<file path="src/rtl/stamp_pkg.sv">
// Package: shared defaults and the access-kind type for the timestamp block.
// Assumes: offsets are byte addresses compared over the full address width.
package stamp_pkg;

    // Default geometry of the counter and of the register bus.
    localparam int unsigned STAMP_CNT_W  = 40;
    localparam int unsigned STAMP_LO_W   = 32;
    localparam int unsigned STAMP_DATA_W = 32;
    localparam int unsigned STAMP_ADDR_W = 8;

    // Register offsets and the run-bit position inside the upper register.
    localparam int unsigned STAMP_LO_OFF = 'h60;
    localparam int unsigned STAMP_HI_OFF = 'h64;
    localparam int unsigned STAMP_RUN_BIT = 8;

    // Decoded access kind for one bus cycle.
    typedef enum logic [1:0] {
        ACC_IDLE  = 2'd0,
        ACC_LOW   = 2'd1,
        ACC_HIGH  = 2'd2,
        ACC_OTHER = 2'd3
    } acc_kind_t;

endpackage

</file>
<file path="src/rtl/stamp_core.sv">
// Module: stamp_core
// Free-running up counter. Advances by one when run and tick are both high,
// wraps naturally at the top. Assumes tick is a one-cycle-per-tick enable
// already synchronous to clk.
module stamp_core #(
    parameter int unsigned CNT_W = 40
) (
    input  logic             clk,
    input  logic             rst_n,
    input  logic             run,
    input  logic             tick,
    output logic [CNT_W-1:0] count
);

    logic [CNT_W-1:0] count_q;

    // Count on enabled ticks; clear on reset.
    always_ff @(posedge clk) begin
        if (!rst_n)
            count_q <= '0;
        else if (run && tick)
            count_q <= count_q + 1'b1;
    end

    assign count = count_q;

endmodule

</file>
<file path="src/rtl/stamp_snap.sv">
// Module: stamp_snap
// Snapshot register for the counter's upper bits. Loads only when take is
// high and otherwise keeps its value. Assumes hi_in is the pre-edge counter
// slice, so a same-cycle tick never leaks into the snapshot.
module stamp_snap #(
    parameter int unsigned HI_W = 8
) (
    input  logic            clk,
    input  logic            rst_n,
    input  logic            take,
    input  logic [HI_W-1:0] hi_in,
    output logic [HI_W-1:0] snap
);

    logic [HI_W-1:0] snap_q;

    // Capture the upper slice on a low-word read.
    always_ff @(posedge clk) begin
        if (!rst_n)
            snap_q <= '0;
        else if (take)
            snap_q <= hi_in;
    end

    assign snap = snap_q;

endmodule

</file>
<file path="src/rtl/stamp_regs.sv">
// Module: stamp_regs
// Register decode: classifies each bus cycle, holds the run bit, flags
// low-word reads to the snapshot, and forms read data combinationally.
// Assumes read and write strobes are single-cycle and offsets exact.
module stamp_regs
    import stamp_pkg::*;
#(
    parameter int unsigned CNT_W   = STAMP_CNT_W,
    parameter int unsigned LO_W    = STAMP_LO_W,
    parameter int unsigned DATA_W  = STAMP_DATA_W,
    parameter int unsigned ADDR_W  = STAMP_ADDR_W,
    parameter int unsigned LO_OFF  = STAMP_LO_OFF,
    parameter int unsigned HI_OFF  = STAMP_HI_OFF,
    parameter int unsigned RUN_BIT = STAMP_RUN_BIT
) (
    input  logic                  clk,
    input  logic                  rst_n,
    input  logic                  rd,
    input  logic                  wr,
    input  logic [ADDR_W-1:0]     addr,
    input  logic [DATA_W-1:0]     wdata,
    input  logic [CNT_W-1:0]      count,
    input  logic [CNT_W-LO_W-1:0] snap,
    output logic                  run,
    output logic                  take,
    output logic [DATA_W-1:0]     rdata
);

    localparam int unsigned HI_W = CNT_W - LO_W;
    localparam logic [ADDR_W-1:0] LO_A = ADDR_W'(LO_OFF);
    localparam logic [ADDR_W-1:0] HI_A = ADDR_W'(HI_OFF);

    acc_kind_t       rd_kind;
    logic            run_q;
    logic [DATA_W-1:0] lo_word;
    logic [DATA_W-1:0] hi_word;
    logic            wdata_unused;

    // Only the run bit of the write data is consumed.
    assign wdata_unused = ^wdata;

    // Classify the read access for this cycle.
    always_comb begin
        if (!rd)
            rd_kind = ACC_IDLE;
        else if (addr == LO_A)
            rd_kind = ACC_LOW;
        else if (addr == HI_A)
            rd_kind = ACC_HIGH;
        else
            rd_kind = ACC_OTHER;
    end

    // Run bit: loaded only by writes to the upper register.
    always_ff @(posedge clk) begin
        if (!rst_n)
            run_q <= 1'b0;
        else if (wr && addr == HI_A)
            run_q <= wdata[RUN_BIT];
    end

    // Zero-extend the live low slice of the counter.
    always_comb begin
        lo_word = '0;
        lo_word[LO_W-1:0] = count[LO_W-1:0];
    end

    // Upper register image: snapshot bits plus run bit.
    always_comb begin
        hi_word = '0;
        hi_word[HI_W-1:0] = snap;
        hi_word[RUN_BIT] = run_q;
    end

    // Read mux; idle and unmapped reads return zero.
    always_comb begin
        unique case (rd_kind)
            ACC_LOW:  rdata = lo_word;
            ACC_HIGH: rdata = hi_word;
            default:  rdata = '0;
        endcase
    end

    assign take = (rd_kind == ACC_LOW);
    assign run  = run_q;

endmodule

</file>
<file path="src/rtl/coherent_stamp_counter.sv">
// Module: coherent_stamp_counter (top)
// Wide free-running timestamp read through a narrow bus. A low-word read
// snapshots the upper bits so a low-then-high read pair is coherent.
// Assumes tick_en is synchronous and at most one pulse per clock.
module coherent_stamp_counter
    import stamp_pkg::*;
#(
    parameter int unsigned CNT_W   = STAMP_CNT_W,
    parameter int unsigned LO_W    = STAMP_LO_W,
    parameter int unsigned DATA_W  = STAMP_DATA_W,
    parameter int unsigned ADDR_W  = STAMP_ADDR_W,
    parameter int unsigned LO_OFF  = STAMP_LO_OFF,
    parameter int unsigned HI_OFF  = STAMP_HI_OFF,
    parameter int unsigned RUN_BIT = STAMP_RUN_BIT
) (
    input  logic              clk,
    input  logic              rst_n,
    input  logic              tick_en,
    input  logic              bus_rd,
    input  logic              bus_wr,
    input  logic [ADDR_W-1:0] bus_addr,
    input  logic [DATA_W-1:0] bus_wdata,
    output logic [DATA_W-1:0] bus_rdata
);

    localparam int unsigned HI_W = CNT_W - LO_W;

    logic [CNT_W-1:0] cnt_q;
    logic [HI_W-1:0]  snap_q;
    logic             en_q;
    logic             take;

    stamp_core #(.CNT_W(CNT_W)) u_core (
        .clk   (clk),
        .rst_n (rst_n),
        .run   (en_q),
        .tick  (tick_en),
        .count (cnt_q)
    );

    stamp_snap #(.HI_W(HI_W)) u_snap (
        .clk   (clk),
        .rst_n (rst_n),
        .take  (take),
        .hi_in (cnt_q[CNT_W-1:LO_W]),
        .snap  (snap_q)
    );

    stamp_regs #(
        .CNT_W  (CNT_W),
        .LO_W   (LO_W),
        .DATA_W (DATA_W),
        .ADDR_W (ADDR_W),
        .LO_OFF (LO_OFF),
        .HI_OFF (HI_OFF),
        .RUN_BIT(RUN_BIT)
    ) u_regs (
        .clk   (clk),
        .rst_n (rst_n),
        .rd    (bus_rd),
        .wr    (bus_wr),
        .addr  (bus_addr),
        .wdata (bus_wdata),
        .count (cnt_q),
        .snap  (snap_q),
        .run   (en_q),
        .take  (take),
        .rdata (bus_rdata)
    );

endmodule

</file>
<file path="config.mk">
export PLATFORM = sky130hd
export DESIGN_NAME = coherent_stamp_counter
export DESIGN_NICKNAME = d
export VERILOG_FILES = /design/src/rtl/stamp_pkg.sv /design/src/rtl/stamp_core.sv /design/src/rtl/stamp_snap.sv /design/src/rtl/stamp_regs.sv /design/src/rtl/coherent_stamp_counter.sv
export SDC_FILE = /design/constraint.sdc
export NUM_CORES = 1
export LEC_CHECK = 0
export ABC_CLOCK_PERIOD_IN_PS = 2200
export BUFFER_PORTS_ARGS = -buffer_cell sky130_fd_sc_hd__buf_4
export CORE_MARGIN = 8
export CORE_UTILIZATION = 52
export DETAILED_ROUTE_END_ITERATION = 8
export HOLD_SLACK_MARGIN = 0.05
export MAX_ROUTING_LAYER = met4
export PLACE_DENSITY_LB_ADDON = 0.1
export SLEW_MARGIN = 0
export SYNTH_ARGS = -nofsm -noshare
export SYNTH_HDL_FRONTEND = slang
export SYNTH_HIERARCHICAL = 1
export SYNTH_SLANG_ARGS = --single-unit
</file>
<file path="constraint.sdc">
create_clock -name clk -period 2.2 [get_ports clk]
set_input_delay 0.11 -clock clk [delete_from_list [all_inputs] [get_ports clk]]
set_output_delay 0.11 -clock clk [all_outputs]
set_load 0.05 [all_outputs]
</file>
# --- Word level (Yosys, flattened, before mapping) ---
# Index checks and enable logic that the tools add are counted.
totals:
  wordCells: 14
  out_inout_bits: 32
  ram_bits: 0
  memories: 0
  input_bits: 45
  mem_bits_ro: 0
  latchBits: 0
  ff_bits: 49
classes:
  eq_ne: 4
  order_cmp: 0
  n_bitwise: 0
  reduce_logical: 2
  div: 0
  n_shift: 0
  mux: 4
  n_mul: 0
  addsub: 1
op_table:
  columns: ["op", "n"]
  rows:
  - ["$pmux 32 s2", 1]
  - ["$add 40x1->40 const B", 1]
  - ["$eq 8x7->1 const B", 2]
  - ["$mux 2", 2]
  - ["$eq 2x1->1 const B", 1]
  - ["$eq 2x2->1 const B", 1]
  - ["$logic_and 1x1->1", 2]
  - ["$mux 1", 1]

# --- Logic depth before layout (Yosys ltp) ---
logic_depth:
  ltp_word: 6
  mapped_depth: 7
  ltp_nobuf: 6

# --- Cells and area by module ---
# The synthesis kept the hierarchy.
by_module_without_submodules:
  columns: ["module", "n_inst", "seq_area_each_um2", "area_per_inst_um2", "cells_each"]
  rows:
  - ["stamp_core", 1, 800.8, 1980.6, 233]
  - ["stamp_regs", 1, 20.0, 409.1, 62]
  - ["stamp_snap", 1, 160.2, 301.5, 25]

# --- Least setup slack after synthesis ---
# OpenSTA, ideal clock, no wires.
synth_path:
  path_type: "input-to-output"
  start: "input bus_addr[7]"
  end: "output bus_rdata[0]"
  arrival_time_ps: 1810
  stages: 7
  required_ps: 2090
  slack_ps: 280
  n_path_buf: 1
  cell_sequence: "and4bb_2 nand2_1 o21ai_0 ha_1 buf_2 a22oi_1 nor2_1"
synth_via:
  elab_chain_cells: 6
  elab_cells_between_ends: 8
  classes_between: "eq/ne (4); mux (4)"
synth_rtl:
  columns: ["item", "line", "text"]
  rows:
  - ["start: declaration", "coherent_stamp_counter.sv:21", "input logic [ADDR_W-1:0] bus_addr,"]
  - ["$eq 8x7->1", "stamp_regs.sv:48", "else if (addr == HI_A)"]
  - ["$mux 1", "stamp_regs.sv:48", null]
  - ["$mux 2 (*)", "stamp_regs.sv:46", "else if (addr == LO_A)"]
  - ["$mux 2 (*)", "stamp_regs.sv:44", "if (!rd)"]
  - ["$eq 2x1->1 (*)", null, null]
  - ["net take", "coherent_stamp_counter.sv:31", "logic take;"]
  - ["$pmux 32 s2 (*)", "stamp_regs.sv:77", "unique case (rd_kind)"]
  - ["end: declaration", "coherent_stamp_counter.sv:23", "output logic [DATA_W-1:0] bus_rdata"]
# Mark *: on every way through the listed nets, which the timed path passes. The rest lies on a longest branch.

# --- Worst setup path in the final report ---
layout_path:
  start: "register u_core.count_q[22] (netlist: u_core/count[22])"
  end: "register u_core.count_q[39] (netlist: u_core/count[39])"
layout_via:
  elab_chain_cells: 1
layout_rtl:
  columns: ["item", "line", "text"]
  rows:
  - ["start: declaration", "stamp_core.sv:15", "logic [CNT_W-1:0] count_q;"]
  - ["start signal: assignment", "stamp_core.sv:22", "count_q <= count_q + 1'b1;"]
  - ["$add 40x1->40", "stamp_core.sv:22", null]
# Every way passes these cells.
# A chain may end at the register's enable or synchronous reset.

==> flow_metrics.tcl <==
set metrics [dict create \
    status "finished, final reports clean" \
    ys_seq_elements 49 \
    worst_pin_slew_ps 718 \
    drcViolationCount 0 \
    hold_class "input port to flip-flop" \
    ant_nets 0 \
    ys_types 37 \
    grt_start_max_net_pins 47 \
    netlist_instances 320 \
    core_area_sq_um 5040 \
    crit_required_ps 2440 \
    synth_async_sr_flop_share_pct 0 \
    finalNetCount 411 \
    fin_crit_sh_pct 93.0 \
    ys_seq_area_share_pct 36.4 \
    drt_iter0_drc 221 \
    grt_use_met2_pct 30.2 \
    criticalPathCategory "flip-flop to flip-flop" \
    avgSynthCellArea_sq_um 8.41 \
    clock.fmax_mhz 489 \
    slew_violations 0 \
    area_growth_pct 19.9 \
    fin_ws_ps 155 \
    first_pass_iters 4 \
    yosysWarnings 6 \
    nFillCells 474 \
    synth_area_sq_um 2690 \
    p_sw_uw 356 \
    num_rows 26 \
    synth_top_area_share_pct 36.4 \
    ctsResizeCount 0 \
    final_cells 434 \
    yosys.area.top_type "dfxtp_1" \
    cts_tree "done" \
    slowest_delay_ps 710 \
    synth_area_leaders "dfxtp_1 (36%), mux2i_1 (7.1%), and2_1 (6.0%)" \
    worstPathArrival_ps 2280 \
    dr_total_vias 2490 \
    grt-busiest-layer "met2" \
    gp_congestion 0.781 \
    use_met3_pct 2.35 \
    post_cts.repair.setup_buffers 0 \
    die_h_um 87.9 \
    cts_sinks 49 \
    clkSlewWorstSetupHoldPaths_ps 90 \
    irDropWorstVdd_mv 0.373 \
    setup_viol_count_final 0 \
    path_max_fanout 8 \
    grt_pass1_vias 2318 \
    clock_latency_ps 310 \
    path_cells "nand4_1, or4b_1, nor4_1, mux2i_1" \
    layout_min_cycle_time_ps 2040 \
    drt-total-wl_um 6600 \
    setup.worst_path.start_class "flip-flop" \
    hold_viol_final 0 \
    dieArea_sq_um 7730 \
    syn_nets 368 \
    grt_pass1_wl_um 11000 \
    maxSlewHeadroom_pct 52.1 \
    power.internal_uw 1210 \
    met1_usage_pct 21.9 \
    cts_buffer_depth 2 \
    finish.utilization_pct 64.0 \
    dp_cells 425 \
    grt_antenna_before_repair 0 \
    finalSetupTns_ps 0 \
    pre_cts_ws_ps 209 \
    port_buffers 45 \
    start_util_pct 53.4 \
    swShare_pct 22.8 \
    track_usage_pct 18.2 \
    p_leak_uw 0.00120 \
    worstSetupEndpointType "flip-flop" \
    path_buf_inv 0 \
    wl_per_cell_um 15.2 \
    h-tree-depth 2 \
    dp_hpwl_um 4620 \
    die_w_um 87.9 \
    seqPwrFrac_pct 56.7 \
    power_density_nw_per_um2 484 \
    ys.flop_type "dfxtp_1" \
    cp_slowest_cell "or4b_1" \
    clockRootBuffer "clkbuf_8" \
    num_io_pins 77 \
    cp_top_family "simple AND/OR/NAND/NOR gates" \
    viasPerCell 5.74 \
    synth_edf_count 0 \
    drv_cap 0 \
    combPwrFrac_pct 5.4 \
    grt_setup_unrepaired "no" \
    yosysMostFrequentCell "dfxtp_1" \
    n_antenna_cell 0 \
    clkPwrFrac_pct 37.9 \
    drive_gt1_share_pct 18.7 \
    clock_skew_ps 5.30 \
    ys_top_cells_by_count "dfxtp_1 (49), nand2_1 (32), and2_1 (26)" \
    numCtsBuffers 5 \
    grt.overflow.total 0 \
]
## area by class of cell
type                            instances  area [sq um]  share of cell area [%]
Multi-Input combinational cell        247          1610                    49.8
Sequential cell                        49           981                    30.4
Timing Repair Buffer                   56           435                    13.5
Clock buffer                            7          96.3                    2.99
Tap cell                               70          87.6                    2.71
Inverter                                4          15.0                   0.465
Clock inverter                          1          5.00                   0.155
## power groups by stage
| stage | registers, uW | clock network, uW | logic, uW |
|---|---|---|---|
| after floorplan | 907 | 0 | 49.3 |
| after global placement | 907 | 0 | 82.2 |
| after detailed placement | 907 | 0 | 84.0 |
| after CTS | 886 | 604 | 85.5 |
| after global routing | 886 | 641 | 93.1 |
| final | 886 | 592 | 84.9 |
## worst register-to-register path, delay by kind of cell, from the launching register on
kind / cells / cell delay, ps
AND/OR/NAND/NOR: 3 / 1300
flip-flops: 1 / 460
multiplexers: 1 / 220
## kinds of logic after synthesis
group	count (synthesis)	share of synthesized area, %
and+or+nand+nor	167	35.3
DFF	49	36.4
AOI/OAI and AO/OA	46	12.0
buffers and inverters	24	3.86
muxes	19	7.07
xor gates and xnor gates	12	3.91
adders and majority gates	3	1.39
## sequential cells by signal, indices dropped and copies added (netlist names)
register and flops:
u_regs/run 1, u_core/count 40, u_snap/snap 8
## worst paths after layout
check | slack [ps] | start | cells past startpoint | end
hold / removal | 70 | bus_wr | 3 | u_regs/run$_SDFFE_PN0P_
hold reg to reg | 490 | u_core/count[29]$_SDFFE_PN0P_ | 2 | u_core/count[29]$_SDFFE_PN0P_
setup reg to reg | 160 | u_core/count[22]$_SDFFE_PN0P_ | 4 | u_core/count[39]$_SDFFE_PN0P_
setup / recovery | 160 | u_core/count[22]$_SDFFE_PN0P_ | 4 | u_core/count[39]$_SDFFE_PN0P_
## cells in the final DEF, fill, tap and decap left out, types with 2 or more instances in the layout
cell type / n
nand3_1: 13
nor3_1: 2
nor4_1: 10
clkbuf_8: 7
or3_1: 6
inv_1: 4
o31ai_1: 2
o311ai_0: 7
o41ai_1: 8
and2_1: 26
nor2b_1: 8
a22oi_1: 9
o21a_1: 2
dfxtp_1: 49
ha_1: 3
nand4_1: 11
o21ai_0: 7
a21oi_1: 10
nand2_1: 32
xor2_1: 11
buf_4: 54
and4_1: 6
or4_1: 3
and3_1: 5
mux2i_1: 19
nand2b_1: 16
or4b_1: 2
nor2_1: 22
## what timing repair did
| item | in CTS | in global routing |
|---|---|---|
| hold endpoints to repair | 1 | 0 |
| hold buffers | 1 | 0 |
| endpoints found under the setup margin | 0 | 0 |
## metal layers
layer  vias up  share of wire, %
li1       1241                 -
met1      1191                47
met2        50                49
met3         8               3.2
met4         0               1.3
met5         -                 0
## stage by stage
step / hold WS (ps) / area [sq um] / total power, uW
after floorplan: 238 / 2690 / 956
after global placement: 368 / 3120 / 989
after detailed placement: 372 / 3120 / 991
after CTS: 65.6 / 3230 / 1580
after global routing: 74.7 / 3230 / 1620
final: 67.6 / 3230 / 1560
No activity file was read; power rests on OpenSTA's default activity.
